===== config.mk =====
export PLATFORM = sky130hd
export DESIGN_NAME = i2c_pin_override
export DESIGN_NICKNAME = d
export VERILOG_FILES = /design/src/rtl/pin_override_pkg.sv /design/src/rtl/pin_sync.sv /design/src/rtl/pin_regs.sv /design/src/rtl/pin_mux.sv /design/src/rtl/i2c_pin_override.sv
export SDC_FILE = /design/constraint.sdc
export NUM_CORES = 1
export LEC_CHECK = 0
export BUFFER_PORTS_ARGS = -buffer_cell sky130_fd_sc_hd__buf_2
export CAP_MARGIN = 30
export CORE_AREA = 2 2 39 41
export DETAILED_ROUTE_END_ITERATION = 8
export DIE_AREA = 0 0 41 43
export HOLD_SLACK_MARGIN = 0.03
export PLACE_DENSITY = 0.68
export SYNTH_ARGS = -nofsm -noshare
export SYNTH_HDL_FRONTEND = slang
export SYNTH_HIERARCHICAL = 1
export SYNTH_SLANG_ARGS = --single-unit

===== constraint.sdc =====
create_clock -name clk -period 2.8 [get_ports clk]
set_clock_uncertainty 0.15 [all_clocks]
set_input_delay 0.14 -clock clk [delete_from_list [all_inputs] [get_ports clk]]
set_output_delay 0.14 -clock clk [all_outputs]
set_load 0.01 [all_outputs]

===== src/rtl/pin_override_pkg.sv =====
package pin_override_pkg;

    localparam int NPIN    = 2;
    localparam int PIN_SCL = 0;
    localparam int PIN_SDA = 1;

    typedef enum logic [2:0] {
        SEL_MODE  = 3'd0,
        SEL_DIR   = 3'd1,
        SEL_LEVEL = 3'd2,
        SEL_LATCH = 3'd3,
        SEL_SET   = 3'd4,
        SEL_CLR   = 3'd5
    } reg_sel_e;

    typedef struct packed {
        logic            gpio_mode;
        logic [NPIN-1:0] dir_out;
        logic [NPIN-1:0] latch;
    } pin_ctrl_t;

    // Open-drain pull request for one pad in general-purpose mode.
    function automatic logic od_pull(input logic is_out, input logic level);
        return is_out & ~level;
    endfunction

    // Apply set and clear masks to the output latch.
    function automatic logic [NPIN-1:0] latch_next(input logic [NPIN-1:0] cur,
                                                   input logic [NPIN-1:0] set_m,
                                                   input logic [NPIN-1:0] clr_m);
        return (cur | set_m) & ~clr_m;
    endfunction

endpackage


===== src/rtl/pin_sync.sv =====
module pin_sync
    import pin_override_pkg::*;
#(
    parameter int STAGES = 2
) (
    input  logic            clk,
    input  logic            rst,
    input  logic [NPIN-1:0] pad_in,
    output logic [NPIN-1:0] level_q
);
    logic [NPIN-1:0] stage_q [STAGES];

    genvar s;
    generate
        for (s = 0; s < STAGES; s++) begin : g_stage
            always_ff @(posedge clk) begin
                if (rst) begin
                    stage_q[s] <= '1;
                end else if (s == 0) begin
                    stage_q[s] <= pad_in;
                end else begin
                    stage_q[s] <= stage_q[(s == 0) ? 0 : s - 1];
                end
            end
        end
    endgenerate

    assign level_q = stage_q[STAGES-1];
endmodule


===== src/rtl/pin_regs.sv =====
module pin_regs
    import pin_override_pkg::*;
#(
    parameter int ADDR_W = 3,
    parameter int DATA_W = 8
) (
    input  logic              clk,
    input  logic              rst,
    input  logic              reg_wr,
    input  logic [ADDR_W-1:0] reg_addr,
    input  logic [DATA_W-1:0] reg_wdata,
    input  logic [NPIN-1:0]   pin_level,
    output logic [DATA_W-1:0] reg_rdata,
    output pin_ctrl_t         ctrl
);
    localparam int PAD_W = DATA_W - NPIN;

    pin_ctrl_t       ctrl_q;
    logic            hit_mode, hit_dir, hit_set, hit_clr;
    logic [NPIN-1:0] set_m, clr_m;

    assign hit_mode = reg_wr && (reg_addr == ADDR_W'(SEL_MODE));
    assign hit_dir  = reg_wr && (reg_addr == ADDR_W'(SEL_DIR));
    assign hit_set  = reg_wr && (reg_addr == ADDR_W'(SEL_SET));
    assign hit_clr  = reg_wr && (reg_addr == ADDR_W'(SEL_CLR));
    assign set_m    = hit_set ? reg_wdata[NPIN-1:0] : '0;
    assign clr_m    = hit_clr ? reg_wdata[NPIN-1:0] : '0;

    always_ff @(posedge clk) begin
        if (rst) begin
            ctrl_q.gpio_mode <= 1'b0;
            ctrl_q.dir_out   <= '0;
            ctrl_q.latch     <= '1;
        end else begin
            if (hit_mode) ctrl_q.gpio_mode <= reg_wdata[0];
            if (hit_dir)  ctrl_q.dir_out   <= reg_wdata[NPIN-1:0];
            ctrl_q.latch <= latch_next(ctrl_q.latch, set_m, clr_m);
        end
    end

    always_comb begin
        reg_rdata = '0;
        case (reg_addr)
            ADDR_W'(SEL_MODE):  reg_rdata[0] = ctrl_q.gpio_mode;
            ADDR_W'(SEL_DIR):   reg_rdata = {{PAD_W{1'b0}}, ctrl_q.dir_out};
            ADDR_W'(SEL_LEVEL): reg_rdata = {{PAD_W{1'b0}}, pin_level};
            ADDR_W'(SEL_LATCH): reg_rdata = {{PAD_W{1'b0}}, ctrl_q.latch};
            default:            reg_rdata = '0;
        endcase
    end

    assign ctrl = ctrl_q;
endmodule


===== src/rtl/pin_mux.sv =====
module pin_mux
    import pin_override_pkg::*;
(
    input  pin_ctrl_t       ctrl,
    input  logic [NPIN-1:0] core_low,
    output logic [NPIN-1:0] pull_low
);
    genvar p;
    generate
        for (p = 0; p < NPIN; p++) begin : g_pin
            assign pull_low[p] = ctrl.gpio_mode
                               ? od_pull(ctrl.dir_out[p], ctrl.latch[p])
                               : core_low[p];
        end
    endgenerate
endmodule


===== src/rtl/i2c_pin_override.sv =====
module i2c_pin_override
    import pin_override_pkg::*;
#(
    parameter int ADDR_W      = 3,
    parameter int DATA_W      = 8,
    parameter int SYNC_STAGES = 2
) (
    input  logic              clk,
    input  logic              rst,
    input  logic              reg_wr,
    input  logic [ADDR_W-1:0] reg_addr,
    input  logic [DATA_W-1:0] reg_wdata,
    output logic [DATA_W-1:0] reg_rdata,
    input  logic              core_scl_low,
    input  logic              core_sda_low,
    input  logic              scl_pad_in,
    input  logic              sda_pad_in,
    output logic              scl_pull_low,
    output logic              sda_pull_low
);
    pin_ctrl_t       ctrl;
    logic [NPIN-1:0] pin_level;
    logic [NPIN-1:0] pad_vec;
    logic [NPIN-1:0] core_vec;
    logic [NPIN-1:0] pull_vec;

    assign pad_vec[PIN_SCL]  = scl_pad_in;
    assign pad_vec[PIN_SDA]  = sda_pad_in;
    assign core_vec[PIN_SCL] = core_scl_low;
    assign core_vec[PIN_SDA] = core_sda_low;

    pin_sync #(.STAGES(SYNC_STAGES)) u_sync (
        .clk     (clk),
        .rst     (rst),
        .pad_in  (pad_vec),
        .level_q (pin_level)
    );

    pin_regs #(.ADDR_W(ADDR_W), .DATA_W(DATA_W)) u_regs (
        .clk       (clk),
        .rst       (rst),
        .reg_wr    (reg_wr),
        .reg_addr  (reg_addr),
        .reg_wdata (reg_wdata),
        .pin_level (pin_level),
        .reg_rdata (reg_rdata),
        .ctrl      (ctrl)
    );

    pin_mux u_mux (
        .ctrl     (ctrl),
        .core_low (core_vec),
        .pull_low (pull_vec)
    );

    assign scl_pull_low = pull_vec[PIN_SCL];
    assign sda_pull_low = pull_vec[PIN_SDA];
endmodule


==> reports/metrics.sh <==
PLACE.GP.CONGESTION=0.651
FP.DIEAREA_SQ_MM=0.00176
CLOCK_TREE_FROM_TRITONCTS='yes'
PLACEMENT_ROWS=14
CTS_ROOT_BUF='clkbuf_4'
FLOORPLAN.IO_PINS=28
NETLIST.AREA_LEADER.SHARE=0.376
POST-LAYOUT-TOTAL-POWER_uW=277
TIMING.CRITICAL_PATH.SLOWEST_CELL_DELAY_NS=0.46
LAYOUT.FILLER_CELLS=141
CORE_AREA_SQ_MM=0.00138
SHARE_COMB_OF_TOTAL_POWER=0.149
FLOORPLAN.INITIALDENSITY=0.346
INTERNAL-POWER_uW=209
POSTSYNTHREGISTERBITS=9
POST_SYNTH_MOST_FREQUENT_CELLS='dfxtp_1 (9), buf_4 (6), mux2i_1 (6)'
WORSTPATHCELLLIST='mux4_2, nor2b_4, buf_2'
POST-SYNTH-TOP-AREA-CELL='dfxtp_1'
P_LEAK_nW=0.274
SYNTH_ENABLE_FLOP_CELLS=0
SYNTH_AREA_SQ_UM=479
CRIT_PATH_TOP_DELAY_CELL='mux4_2'
WORST_IR_DROP_VDD_uV=335
SYNTH.MOST_COMMON_CELL='dfxtp_1'
MULTI_INPUT_AREA_SQ_UM=265
CLKTRANSATPATHREGS_NS=0.06
MAXCAPVIOLCOUNT=0
MIN_PATH_TYPE='input port to flip-flop'
WORST-ENDPOINT-REQUIRED_NS=2.51
SYNTHFLOPTYPE='dfxtp_1'
CLOCK_BUFFER_DEPTH=2
SYN_AVG_CELL_AREA_SQ_UM=9.98
GRT_PASS1_WL_MM=1.28
GRT_MAX_DEGREE=13
CLK_NETWORK_PWR_SHARE=0.367
TOTAL_SWITCHING_POWER_uW=68.4
OVERFLOW=0
AREA_GROWTH_PCT=26.1
CTS-BUFFERS-INSERTED=3
SEQUENTIAL_STANDARD_CELL_AREA_SQ_UM=180
POST_CTS_RESIZED=0
ANTENNA_LEFT=0
YS_ASYNC_RST_SHARE=0
ARRIVAL_NS=1.34
SYNTH-SEQ-AREA-SHARE=0.376
ANTENNA-DIODE-COUNT=0
DETAIL_ROUTE.WL_PER_CELL_UM=9.54
VIA_PER_INST=4.48
CRIT_PATH_END_KIND='primary output'
CTS.REPAIR_TIMING.SETUP_BUFFER_COUNT=0
FINAL-SETUP-VIOL-COUNT=0
PWR_DENSITY_CELL_mW_PER_MM2=459
PATH_CLASS='flip-flop to primary output'
NUM-NETS-FINAL=88
POST_SYNTH_NUM_CELL_TYPES=18
SYN-INSTANCE-COUNT=48
VIA_COUNT_OF_THE_FIRST_GLOBAL_ROUTING_PASS=304
DIE-WIDTH_UM=41
RSZ0062_AT_GRT='no'
DRT_DRC_VIOLATIONS_LEFT=0
YS_WARN_COUNT=6
HPWLAFTERDP_UM=598
DRV_SLEW=0
SYNTH_AREA_LEADERS='dfxtp_1 (38%), mux2i_1 (13%), buf_4 (9.4%)'
CRITPATHLAUNCHTYPE='flip-flop'
POWER.SHARE.SEQUENTIAL=0.484
HIGHEST_CLOCK_RATE_MHz=612
NUM_VIAS=381
DETAIL_ROUTE.ITER0.VIOLATIONS=3
IO_BUFFERS=15
POST-ROUTE-PERIOD-UTIL=0.583
LAYOUT_MIN_CYCLE_TIME_NS=1.63
OUTCOME='finished clean'
CLOCK_INSERTION_DELAY_WORST_SKEW_NS=0.26
CLOCK_SINKS=9
INITIAL_ANTENNA_VIOLATION_COUNT=0
H-TREE-DEPTH=1
FINALWIRELENGTH_UM=811
NET_SWITCHING_SHARE_OF_THE_TOTAL_POWER=0.247
LAYOUT-DRIVE-GT1-SHARE=0.290
HOLD_VIOL=0
FIRSTDRTPASSITERS=2
FIN_SETUP_TNS_NS=0
GRTUSAGETOTAL=0.116
PATH_MAX_FANOUT=6
Y_DIMENSION_OF_THE_DIE_UM=43
logic make-up (layout without fill, tap and decap cells):
group	Yosys count	after routing	share of synthesized area
other	1	6	0.00783
AO/OA/AOI/OAI	4	4	0.0470
flip-flops	9	9	0.376
buffers and inverters	8	24	0.110
AND/OR/NAND/NOR	19	19	0.287
multiplexers	7	7	0.172
flip-flops by register name, summed over array words and instances, names as in the netlist:
register	cells
u_regs/ctrl	5
u_sync/stage_q	4
area by class of cell:
class,instances,share of cell area
timing repair buffer,18,0.174
clock buffer,4,0.0435
multi-input combinational,36,0.439
tap,16,0.0331
inverter,2,0.0124
sequential,9,0.298
repair_timing:
item / CTS / global route
hold buffers: 3 / 0
hold endpoints to repair: 3 / 0
endpoints found under the setup margin: 0 / 0
worst max-delay path: cells and delay by family (launching register included):
family	cells	cell delay, ns
multiplexers	1	0.46
flip-flops	1	0.35
buffers and inverters	1	0.13
AND/OR/NAND/NOR	1	0.13
cell usage in the layout (no fill, tap or decap), types with 2 or more instances in the layout:
cell type      Yosys  routed
o21ai_0            2       2
dfxtp_1            9       9
nand3b_1           2       2
buf_2              0      15
conb_1             1       6
nor2_1             2       2
dlygate4sd3_1      0       3
clkbuf_4           0       3
inv_1              2       2
mux2i_1            6       6
or2_1              4       4
nand2b_1           5       5
nand4b_1           2       2
stage by stage:
stage	setup slack (ns)	cells	instance area [sq um]	hold slack, ns	util
CTS	1.15	85	604	0.0398	0.437
finish	1.17	85	604	0.0401	0.437
detailed placement	1.46	78	548	0.170	0.396
global route	1.12	85	604	0.0577	0.437
floorplan	1.61	53	498	0.0871	-
global placement	1.46	78	548	0.166	0.396
final timing paths:
| path | startpoint | end | slack [ns] | depth (start not counted) |
|---|---|---|---|---|
| setup / recovery | u_regs/ctrl[4]$_SDFFE_PP0P_ | reg_rdata[0] | 1.17 | 3 |
| hold / removal | reg_wdata[0] | u_regs/ctrl[4]$_SDFFE_PP0P_ | 0.04 | 3 |
| setup reg to reg | u_regs/ctrl[4]$_SDFFE_PP0P_ | u_regs/ctrl[4]$_SDFFE_PP0P_ | 1.98 | 2 |
| hold reg to reg | u_sync/stage_q[0][0]$_SDFF_PP1_ | u_sync/stage_q[1][0]$_SDFF_PP1_ | 0.25 | 1 |
metal layers:
metal	track usage	vias up	routed length, um
met5	0	-	0
li1	-	194	-
met1	0.134	171	357
met4	0.0800	0	19
met3	0.0628	2	53
met2	0.156	14	381
power by group through the flow:
| stage | Sequential, mW | Combinational [mW] | Clock (mW) |
|---|---|---|---|
| after floorplan | 0.136 | 0.0269 | 0 |
| after global placement | 0.137 | 0.0377 | 0 |
| after detailed placement | 0.137 | 0.0381 | 0 |
| after CTS | 0.134 | 0.0415 | 0.106 |
| after global routing | 0.135 | 0.0464 | 0.114 |
| final | 0.134 | 0.0412 | 0.102 |
No activity file was read; power rests on OpenSTA's default activity.
